--- src/rtl/wake_pkg.sv ---
package wake_pkg;

  typedef enum logic [2:0] {
    ST_PWRUP,
    ST_CLEAR,
    ST_SAMPLE,
    ST_BUMP,
    ST_TASK,
    ST_SAVE,
    ST_OFF
  } wake_state_e;

  // terminal count for a given width: all ones
  function automatic logic is_terminal(input logic [7:0] c, input int w);
    logic [7:0] top;
    top = 8'((1 << w) - 1);
    return c == top;
  endfunction

  // next stored value: wraps to zero after the terminal count
  function automatic logic [7:0] next_count(input logic [7:0] c, input int w);
    logic [7:0] top;
    top = 8'((1 << w) - 1);
    return (c == top) ? 8'd0 : c + 8'd1;
  endfunction

endpackage

--- src/rtl/wake_save_timer.sv ---
module wake_save_timer #(
  parameter int SAVE_CYCLES = 440
) (
  input  logic clk,
  input  logic rst_n,
  input  logic run_i,
  output logic last_o
);
  localparam int TW = $clog2(SAVE_CYCLES + 1);
  localparam logic [TW-1:0] LAST = TW'(SAVE_CYCLES - 1);

  logic [TW-1:0] cnt_q;

  always_ff @(posedge clk) begin
    if (!rst_n || !run_i) cnt_q <= '0;
    else                  cnt_q <= cnt_q + 1'b1;
  end

  assign last_o = run_i && (cnt_q == LAST);
endmodule

--- src/rtl/wake_done_edge.sv ---
module wake_done_edge (
  input  logic clk,
  input  logic rst_n,
  input  logic arm_i,
  input  logic done_i,
  output logic rise_o
);
  logic seen_low_q;

  always_ff @(posedge clk) begin
    if (!rst_n || !arm_i) seen_low_q <= 1'b0;
    else if (!done_i)     seen_low_q <= 1'b1;
  end

  assign rise_o = arm_i && seen_low_q && done_i;
endmodule

--- src/rtl/wake_seq_ctrl.sv ---
module wake_seq_ctrl
  import wake_pkg::*;
#(
  parameter int CNT_W       = 3,
  parameter int SAVE_CYCLES = 440
) (
  input  logic             clk,
  input  logic             rst_n,
  input  logic             start_i,
  input  logic             task_done_i,
  input  logic [CNT_W-1:0] stored_cnt_i,
  output logic             task_en_o,
  output logic             hold_pwr_o,
  output logic             hold_pwr_oe_o,
  output logic             charge_o,
  output logic             charge_oe_o,
  output logic [CNT_W-1:0] cnt_o,
  output logic [CNT_W-1:0] cnt_oe_o
);
  wake_state_e      state_q, state_d;
  logic [CNT_W-1:0] reg_q, reg_d;

  // named internal events, used by the bound checker
  logic in_save, in_task, powered, save_last, done_rise, stored_top;

  assign in_save    = (state_q == ST_SAVE);
  assign in_task    = (state_q == ST_TASK);
  assign powered    = (state_q != ST_OFF);
  assign stored_top = is_terminal(8'(stored_cnt_i), CNT_W);

  wake_save_timer #(.SAVE_CYCLES(SAVE_CYCLES)) u_timer (
    .clk(clk), .rst_n(rst_n), .run_i(in_save), .last_o(save_last)
  );

  wake_done_edge u_edge (
    .clk(clk), .rst_n(rst_n), .arm_i(in_task),
    .done_i(task_done_i), .rise_o(done_rise)
  );

  always_comb begin
    state_d = state_q;
    reg_d   = reg_q;
    unique case (state_q)
      ST_PWRUP:  state_d = start_i ? ST_CLEAR : ST_SAMPLE;
      ST_CLEAR: begin
        reg_d = '0;
        if (!start_i) state_d = ST_TASK;
      end
      ST_SAMPLE: begin
        if (stored_top) begin
          reg_d   = '0;
          state_d = ST_TASK;
        end else begin
          reg_d   = stored_cnt_i;
          state_d = ST_BUMP;
        end
      end
      ST_BUMP: begin
        reg_d   = CNT_W'(next_count(8'(reg_q), CNT_W));
        state_d = ST_SAVE;
      end
      ST_TASK:  if (done_rise) state_d = ST_SAVE;
      ST_SAVE:  if (save_last) state_d = ST_OFF;
      ST_OFF:   state_d = ST_OFF;
      default:  state_d = ST_OFF;
    endcase
  end

  always_ff @(posedge clk) begin
    if (!rst_n) begin
      state_q <= ST_PWRUP;
      reg_q   <= '0;
    end else begin
      state_q <= state_d;
      reg_q   <= reg_d;
    end
  end

  assign task_en_o     = in_task;
  assign hold_pwr_o    = 1'b0;
  assign hold_pwr_oe_o = powered;
  assign charge_o      = 1'b1;
  assign charge_oe_o   = powered;
  assign cnt_o         = reg_q;
  assign cnt_oe_o      = {CNT_W{in_save}};
endmodule

--- config.mk ---
export PLATFORM = sky130hd
export DESIGN_NAME = wake_seq_ctrl
export DESIGN_NICKNAME = d
export VERILOG_FILES = /design/src/rtl/wake_pkg.sv /design/src/rtl/wake_save_timer.sv /design/src/rtl/wake_done_edge.sv /design/src/rtl/wake_seq_ctrl.sv
export SDC_FILE = /design/constraint.sdc
export NUM_CORES = 1
export LEC_CHECK = 0
export BUFFER_PORTS_ARGS = -buffer_cell sky130_fd_sc_hd__buf_4
export CORE_MARGIN = 2
export CORE_UTILIZATION = 46
export DETAILED_ROUTE_END_ITERATION = 16
export PLACE_DENSITY_LB_ADDON = 0.15
export SKIP_CTS_REPAIR_TIMING = 1
export SLEW_MARGIN = 40
export SYNTH_ARGS = -nofsm -noshare
export SYNTH_HDL_FRONTEND = slang
export SYNTH_SLANG_ARGS = --single-unit
--- constraint.sdc ---
create_clock -name clk -period 1.3 [get_ports clk]
set_clock_uncertainty 0.05 [all_clocks]
set_input_delay 0.13 -clock clk [delete_from_list [all_inputs] [get_ports clk]]
set_output_delay 0.13 -clock clk [all_outputs]
set_load 0.01 [all_outputs]
Word-level counts from Yosys, hierarchy flattened
Cells that the tools add are included.
- word-level logic and storage cells: 38
- memory bits (read-only): 0
- output and inout port bits: 11
- memories kept: 0
- RAM bits: 0
- register bits: 16
- bits in latches: 0
- div/mod/pow operators: 0
- eq/ne operators: 12
- reductions and logical operators: 11
- bitwise logic cells: 0
- add/sub/neg operators: 2
- magnitude comparators: 0
- shift-type cells: 0
- $mul: 0
- muxes and demuxes: 9
- operators by type and width (operator ; count):
    $mux W3 ; 6
    $pmux W3 S6 ; 1
    $eq A3 B3 Y1 const B ; 4
    $add A9 B1 Y9 const B ; 1
    $eq A9 B9 Y1 const B ; 1
    $pmux W3 S3 ; 1
    $eq A3 B2 Y1 const B ; 2
    $ne A2 B2 Y1 const B ; 3
    $add A3 B1 Y3 const B ; 1
    $eq A3 B1 Y1 const B ; 1
    $logic_and A1 B1 Y1 ; 3
    $logic_not A1 Y1 ; 3
    $logic_not A3 Y1 ; 1
    $ne A3 B3 Y1 const B ; 1
    $reduce_and A3 Y1 ; 1
    $reduce_bool A3 Y1 ; 1
    $logic_or A1 B1 Y1 ; 2
    $mux W2 ; 1

Depth between registers and ports, before layout
Gate-level depths: netlist of run 1.
- depth after elaboration: 5
- mapped depth: 5

By module
From an unflattened synthesis of run 1, not the netlist that was laid out.
- cell total of the unflattened synthesis: 102
- area, all modules: 853.3 um^2
- modules (own cells, without submodules) (module ; cells an instance ; sequential area each (um^2) ; area an instance (um^2) ; instances):
    wake_seq_ctrl ; 56 ; 120.1 ; 451.7 ; 1
    wake_save_timer ; 41 ; 180.2 ; 362.8 ; 1
    wake_done_edge ; 5 ; 20.0 ; 38.8 ; 1

Least setup slack after synthesis of run 1
No wires, ideal clock.
- kind: register to register
- start point: reg u_timer.cnt_q[0]
- end point: reg state_q[0]
- arrival: 1.246 ns
- setup slack: -0.116 ns
- stages on the path, launching flop included: 6
- cell sequence: dfxtp_1 > ha_1 > nand4b_1 > o41ai_2 > o21ai_1 > o31a_1
- word-level cells in the longest chain between the ends: 4
- RTL lines (item ; RTL line ; source):
    start, declared ; wake_save_timer.sv:12 ; logic [TW-1:0] cnt_q;
    start signal, assigned ; wake_save_timer.sv:16 ; else cnt_q <= cnt_q + 1'b1;
    $eq A9 B9 Y1 ; wake_save_timer.sv:19 ; assign last_o = run_i && (cnt_q == LAST);
    $logic_and A1 B1 Y1 ; wake_save_timer.sv:19 ;
    $ne A2 B2 Y1 (no source line) ; - ;
    $reduce_and A3 Y1 (no source line) ; - ;
    end signal, assigned ; wake_seq_ctrl.sv:74 ; state_q <= state_d;
    end, declared ; wake_seq_ctrl.sv:20 ; wake_state_e state_q, state_d;
No other way between the ends.
A chain may end at the register's enable or synchronous reset.

Worst setup path after layout of run 1
- start point: reg u_timer.cnt_q[1]
- end point: reg state_q[0]
Same word-level chain as after synthesis.

==> results of run 1 <==
power by group through the flow:
stage | combinational, mW | clock, mW | sequential, mW
3_3_place_gp | 0.703 | 0 | 0.646
3_5_place_dp | 0.719 | 0 | 0.649
6_report | 0.796 | 0.349 | 0.664
2_1_floorplan | 0.438 | 0 | 0.635
4_1_cts | 0.720 | 0.346 | 0.638
5_1_grt | 0.857 | 0.373 | 0.671
path summary, 6_finish.rpt:
path | startpoint | end | slack [ns] | depth (start not counted)
setup / recovery | u_timer.cnt_q[1] | state_q[0] | -0.15 | 5
hold / removal | rst_n | u_timer.cnt_q[1] | 0.05 | 2
setup reg to reg | u_timer.cnt_q[1] | state_q[0] | -0.15 | 5
hold reg to reg | u_timer.cnt_q[0] | u_timer.cnt_q[0] | 0.49 | 2
cells in the final DEF, fill, tap and decap left out, types with 2 or more instances in the layout:
cell,count
and3_1,4
clkbuf_4,3
ha_4,2
a21oi_1,3
xor2_1,2
nand2_1,7
buf_4,32
a32oi_1,2
conb_1,2
o21a_1,2
dfxtp_2,6
a31oi_1,3
xnor2_1,3
inv_1,6
dfxtp_1,10
nor2_1,9
nand3_1,5
o21ai_0,4
area by class of cell:
| type | instances | area share, % |
|---|---|---|
| repair buffers | 32 | 20.92 |
| inverters | 6 | 1.961 |
| well taps | 25 | 2.723 |
| clock buffers | 4 | 3.159 |
| multi-input cells | 68 | 42.70 |
| flip-flops and latches | 16 | 28.54 |
sequential cells by signal, summed over array words and instances (netlist names):
name,count
u_timer.cnt_q,9
cnt_o,3
state_q,3
u_edge.seen_low_q,1
cells by family after synthesis:
kind of cell | count (synthesis)
AO/OA/AOI/OAI | 21
XOR/XNOR | 5
adder cells (fa/ha/maj) | 3
buffers and inverters | 14
flip-flops | 16
other | 2
AND/OR/NAND/NOR | 37
worst max-delay path, delay by kind of cell, from the launching register on:
kind / cells / cell delay [ns]
adders and majority gates: 1 / 0.14
and+or+nand+nor: 1 / 0.12
AOI/OAI and AO/OA: 3 / 0.67
DFF: 1 / 0.37
metal layers:
layer | GRT usage [%] | vias to the layer above
met5 | 0 | -
met4 | 8.571 | 0
met3 | 4.706 | 2
met2 | 33.33 | 15
met1 | 23.29 | 364
li1 | - | 393
==> metrics, run 1 <==
GP Congestion=0.8015; DRT Wirelength=1882 um; Post-Syn Nets=108; internal power=1.141 mW; period utilisation layout=111.6%; Comb pwr share=44.0%; Compound-Gate Fraction of Synth Area=18.32%; sw frac=36.92%; fin util=67.25%; Slowest cell on crit path=dfxtp_2; largest family of logic cells by synthesized area=simple AND/OR/NAND/NOR gates; overall power=1.809 mW; die area=2168 um2; Max Cap Viol=0; fill cell count=139; DR DRC count=0; Register Area=327.8 um2; clock buffer depth=2; worst path arrival time=1.59 ns; critical path data required time=1.44 ns; starting density of the core=48.79%; Cell Chain, Critical Path=ha_4 -> nand4b_1 -> o41ai_2 -> o21ai_2 -> o31a_1; Clk pwr share=19.3%; DP Area=1059 um2; initial drt markers=23; top layer in use=met4; M1 wire length=795 um; ys async rst share=0%; first-pass GRT wire length=2953 um; drt first pass iters=4; Most used DFF post-synth=dfxtp_1; Worst Setup Start Kind=register; largest area contributor in the netlist=dfxtp_1; core area=1708 um2; vias in the first global route=699; crit path kind=register to register; largest net degree at the start of global routing=10; max incr delay on CP=0.37 ns; Synth Instances=98; cell with the most instances after synthesis=dfxtp_1; sequential-to-total area share from yosys stat=38.44%; Post-Syn Area per Cell=8.503 um2; FF+latch count, synth=16; total negative slack=-0.9129 ns; Post-Syn Area=833.3 um2; drt via density=5.126; final instance area=1149 um2; post-synthesis simple-gate area fraction=23.27%; CP Capture Type=register; Ports=18; root buffer cell=clkbuf_4; final worst slack=-0.1508 ns; RSZ-0062 raised after global routing=true; Post-synth EDFFs=0; commonest cells in the netlist=16 x dfxtp_1, 9 x nor2_1, 7 x nand2_1; DR WL/cell=12.46 um; DR vias=774; Hold Violations, Final=0; Nets=137; Detailed Place HPWL=1375 um; worst hold margin=0.05298 ns; FMAX=689.3 MHz; top post-synthesis cells by area=dfxtp_1 38%, buf_4 5.4%, ha_1 4.5%; layout cells sized above 1=42.86%; Cell Count, Final, Fillers Out=151; grt ovf=0; Reg clk slew, reported paths=0.11 ns; clock sink count=16; xor/xnor share of the synthesized area=5.255%; LEAKAGE=0.4670 nW; fin. max-slew vios=0; antenna violations before repair=0; Psw=667.8 uW; Hold WC Path Type=input pin to register; pwr dens=1575 nW/um2; post-synth top area share=38.44%; crit path max fanout=3; status=complete, but fails checks; row cnt=15; VDD IR max=1315 uV; final setup fails=9; WL met3=59 um; Multi-input gate area=490.5 um2; fin crit period=1.451 ns; met2 routed WL=1006 um; pre-CTS setup slack=-0.1510 ns; H-tree levels=1; Adder-Cell Fraction of Synth Area=4.505%; Die Height=46.56 um; CTS tree=yes; Netlist cell types=34; Clock Latency Late Sink=0.29 ns; ANT cells=0; Ys Warns=0; Seq pwr share=36.7%; dpl cells=146; failing checks=negative setup slack; multiplexer share of the synthesized area=0%; Final ANT Viol Nets=0; area growth from synthesis to layout=37.84%; DIE WIDTH=46.56 um; TritonCTS buffer count=3; PortBufs=15; Total GRT Usage=19.68%
Note: power is estimated with default switching activity, not from simulation.
==> inputs of run 2 (changes only) <==
--- a/config.mk
+++ b/config.mk
@@ -6,8 +6,10 @@
 export NUM_CORES = 1
 export LEC_CHECK = 0
 export BUFFER_PORTS_ARGS = -buffer_cell sky130_fd_sc_hd__buf_4
+export CELL_PAD_IN_SITES_DETAIL_PLACEMENT = 1
+export CELL_PAD_IN_SITES_GLOBAL_PLACEMENT = 2
 export CORE_MARGIN = 2
-export CORE_UTILIZATION = 46
+export CORE_UTILIZATION = 27
 export DETAILED_ROUTE_END_ITERATION = 16
 export PLACE_DENSITY_LB_ADDON = 0.15
 export SKIP_CTS_REPAIR_TIMING = 1
==> run 2 against run 1 <==
Largest cell class unchanged. The flow still finishes with violations (negative setup slack). Count of clock-buffer cells in the layout down 1. Clock power shrank 25%. Die area is 64% higher. Via count increased by 3.2%. Power increased by 7.9%. Highest routed layer unchanged. Critical endpoint unchanged. Final cell count increased by 9.3%.
==> metrics, run 2 (synthesized netlist as in run 1, its figures left out) <==
row cnt=20 (+5); H-tree levels=1 (unchanged); worst path arrival time=1.56 ns (-0.03 ns); Seq pwr share=34.9% (-1.8 points); max incr delay on CP=0.36 ns (about the same); initial drt markers=8 (-65%); internal power=1.237 mW (+8.4%); DR WL/cell=13.83 um (+11%); Die Height=59.56 um (+28%); RSZ-0062 raised after global routing=true; Largest Register=u_timer.cnt_q; Reg clk slew, reported paths=0.10 ns (about the same); Register Area=332.8 um2 (+1.5%); critical path's top delay family=compound AO/OA/AOI/OAI gates; Max Cap Viol=0 (unchanged); dpl cells=158 (+8.2%); DIE WIDTH=59.56 um (+28%); clock sink count=16 (unchanged); Detailed Place HPWL=1719 um (+25%); DR vias=799 (+3.2%); Final ANT Viol Nets=0 (unchanged); DRT Wirelength=2282 um (+21%); crit path kind=register to register; worst hold margin=0.05656 ns (+0.003589 ns); total negative slack=-0.3592 ns (+0.5537 ns); Total GRT Usage=13.98% (-5.7 points); antenna violations before repair=0 (unchanged); layout cells sized above 1=50.00% (+7.1 points); Multi-input gate area=533.0 um2 (+8.7%); grt ovf=0 (unchanged); Clock Latency Late Sink=0.28 ns (about the same); Worst Setup Start Kind=register; final setup fails=6 (-3); Ports=18 (unchanged); period utilisation layout=110.0% (-1.6 points); clock buffer depth=2 (unchanged); crit path max fanout=3 (unchanged); CP Capture Type=register; Cell Chain, Critical Path=ha_4 -> nand4b_1 -> o41ai_2 -> o21ai_2 -> o31a_1; largest net degree at the start of global routing=9 (-1); LEAKAGE=0.5074 nW (+8.7%); worst path buffer plus inverter count=0 (unchanged); FMAX=699.1 MHz (+1.4%); CTS tree=yes; DP Area=1099 um2 (+3.8%); sw frac=36.65% (-0.28 points); die area=3547 um2 (+64%); drt first pass iters=3 (-1); failing checks=negative setup slack; most frequent cells in the layout=30 x buf_4, 10 x dfxtp_1, 9 x nor2_1, 9 x buf_6, 7 x nand2_1; fin crit period=1.430 ns (-0.02042 ns); Cell Count, Final, Fillers Out=165 (+9.3%); fill cell count=364 (+160%); ANT cells=0 (unchanged); Slowest cell on crit path=dfxtp_2; critical path data required time=1.43 ns (about the same); vias in the first global route=816 (+17%); final instance area=1279 um2 (+11%); TritonCTS buffer count=3 (unchanged); starting density of the core=27.75% (-21 points); Nets=144 (+5.1%); PortBufs=15 (unchanged); Hold Violations, Final=0 (unchanged); fin. max-slew vios=0 (unchanged); DR DRC count=0 (unchanged); drt via density=4.842 (-5.5%); Clk pwr share=13.4% (-5.9 points); Psw=715.4 uW (+7.1%); Comb pwr share=51.7% (+7.7 points); root buffer cell=clkbuf_4; core area=3003 um2 (+76%); first-pass GRT wire length=3691 um (+25%); status=complete, but fails checks; Hold WC Path Type=input pin to register; max FFs per register=9 (unchanged); final worst slack=-0.1304 ns (+0.02042 ns); area growth from synthesis to layout=53.45%; pwr dens=1527 nW/um2 (-3.0%); VDD IR max=682.9 uV (-48%); GP Congestion=0.8291 (+3.4%); commonest non-fill, non-tap cell in the layout=buf_4; pre-CTS setup slack=-0.1330 ns (+0.01800 ns)
-- run 2: layout make-up --
type                    instances  share of cell area [%]
clock buffers                   3                   1.761
flip-flops and latches         16                   26.03
multi-input cells              68                   41.68
repair buffers                 39                   25.54
well taps                      33                   3.229
inverters                       6                   1.761
-- run 2: per-stage QoR --
stage               utilization [%]  power, mW
global route                  42.58      2.104
detailed placement            36.58      1.437
floorplan                         -      1.073
CTS                           37.33      1.711
global placement              36.58      1.418
finish                        42.58      1.952
-- run 2: power by group through the flow --
stage / clock, mW / sequential, mW / combinational [mW]
3_5_place_dp: 0 / 0.654 / 0.783
5_1_grt: 0.318 / 0.695 / 1.09
3_3_place_gp: 0 / 0.652 / 0.767
4_1_cts: 0.276 / 0.644 / 0.790
2_1_floorplan: 0 / 0.635 / 0.438
6_report: 0.262 / 0.681 / 1.01
-- run 2: path summary, 6_finish.rpt --
kind                     from           endpoint  slack (ns)  depth (start not counted)
max          u_timer.cnt_q[1]         state_q[0]       -0.13                          5
max reg2reg  u_timer.cnt_q[1]         state_q[0]       -0.13                          5
min                     rst_n  u_edge.seen_low_q        0.06                          2
min reg2reg  u_timer.cnt_q[0]   u_timer.cnt_q[0]        0.48                          2
-- run 2: metal layers --
layer / vias to the layer above / GRT usage, % / part of all wire (%)
met3: 2 / 2.620 / 2.1
met5: - / 0 / 0
met4: 0 / 6.667 / 0.83
met2: 8 / 23.39 / 52
met1: 381 / 17.13 / 45
li1: 408 / - / -
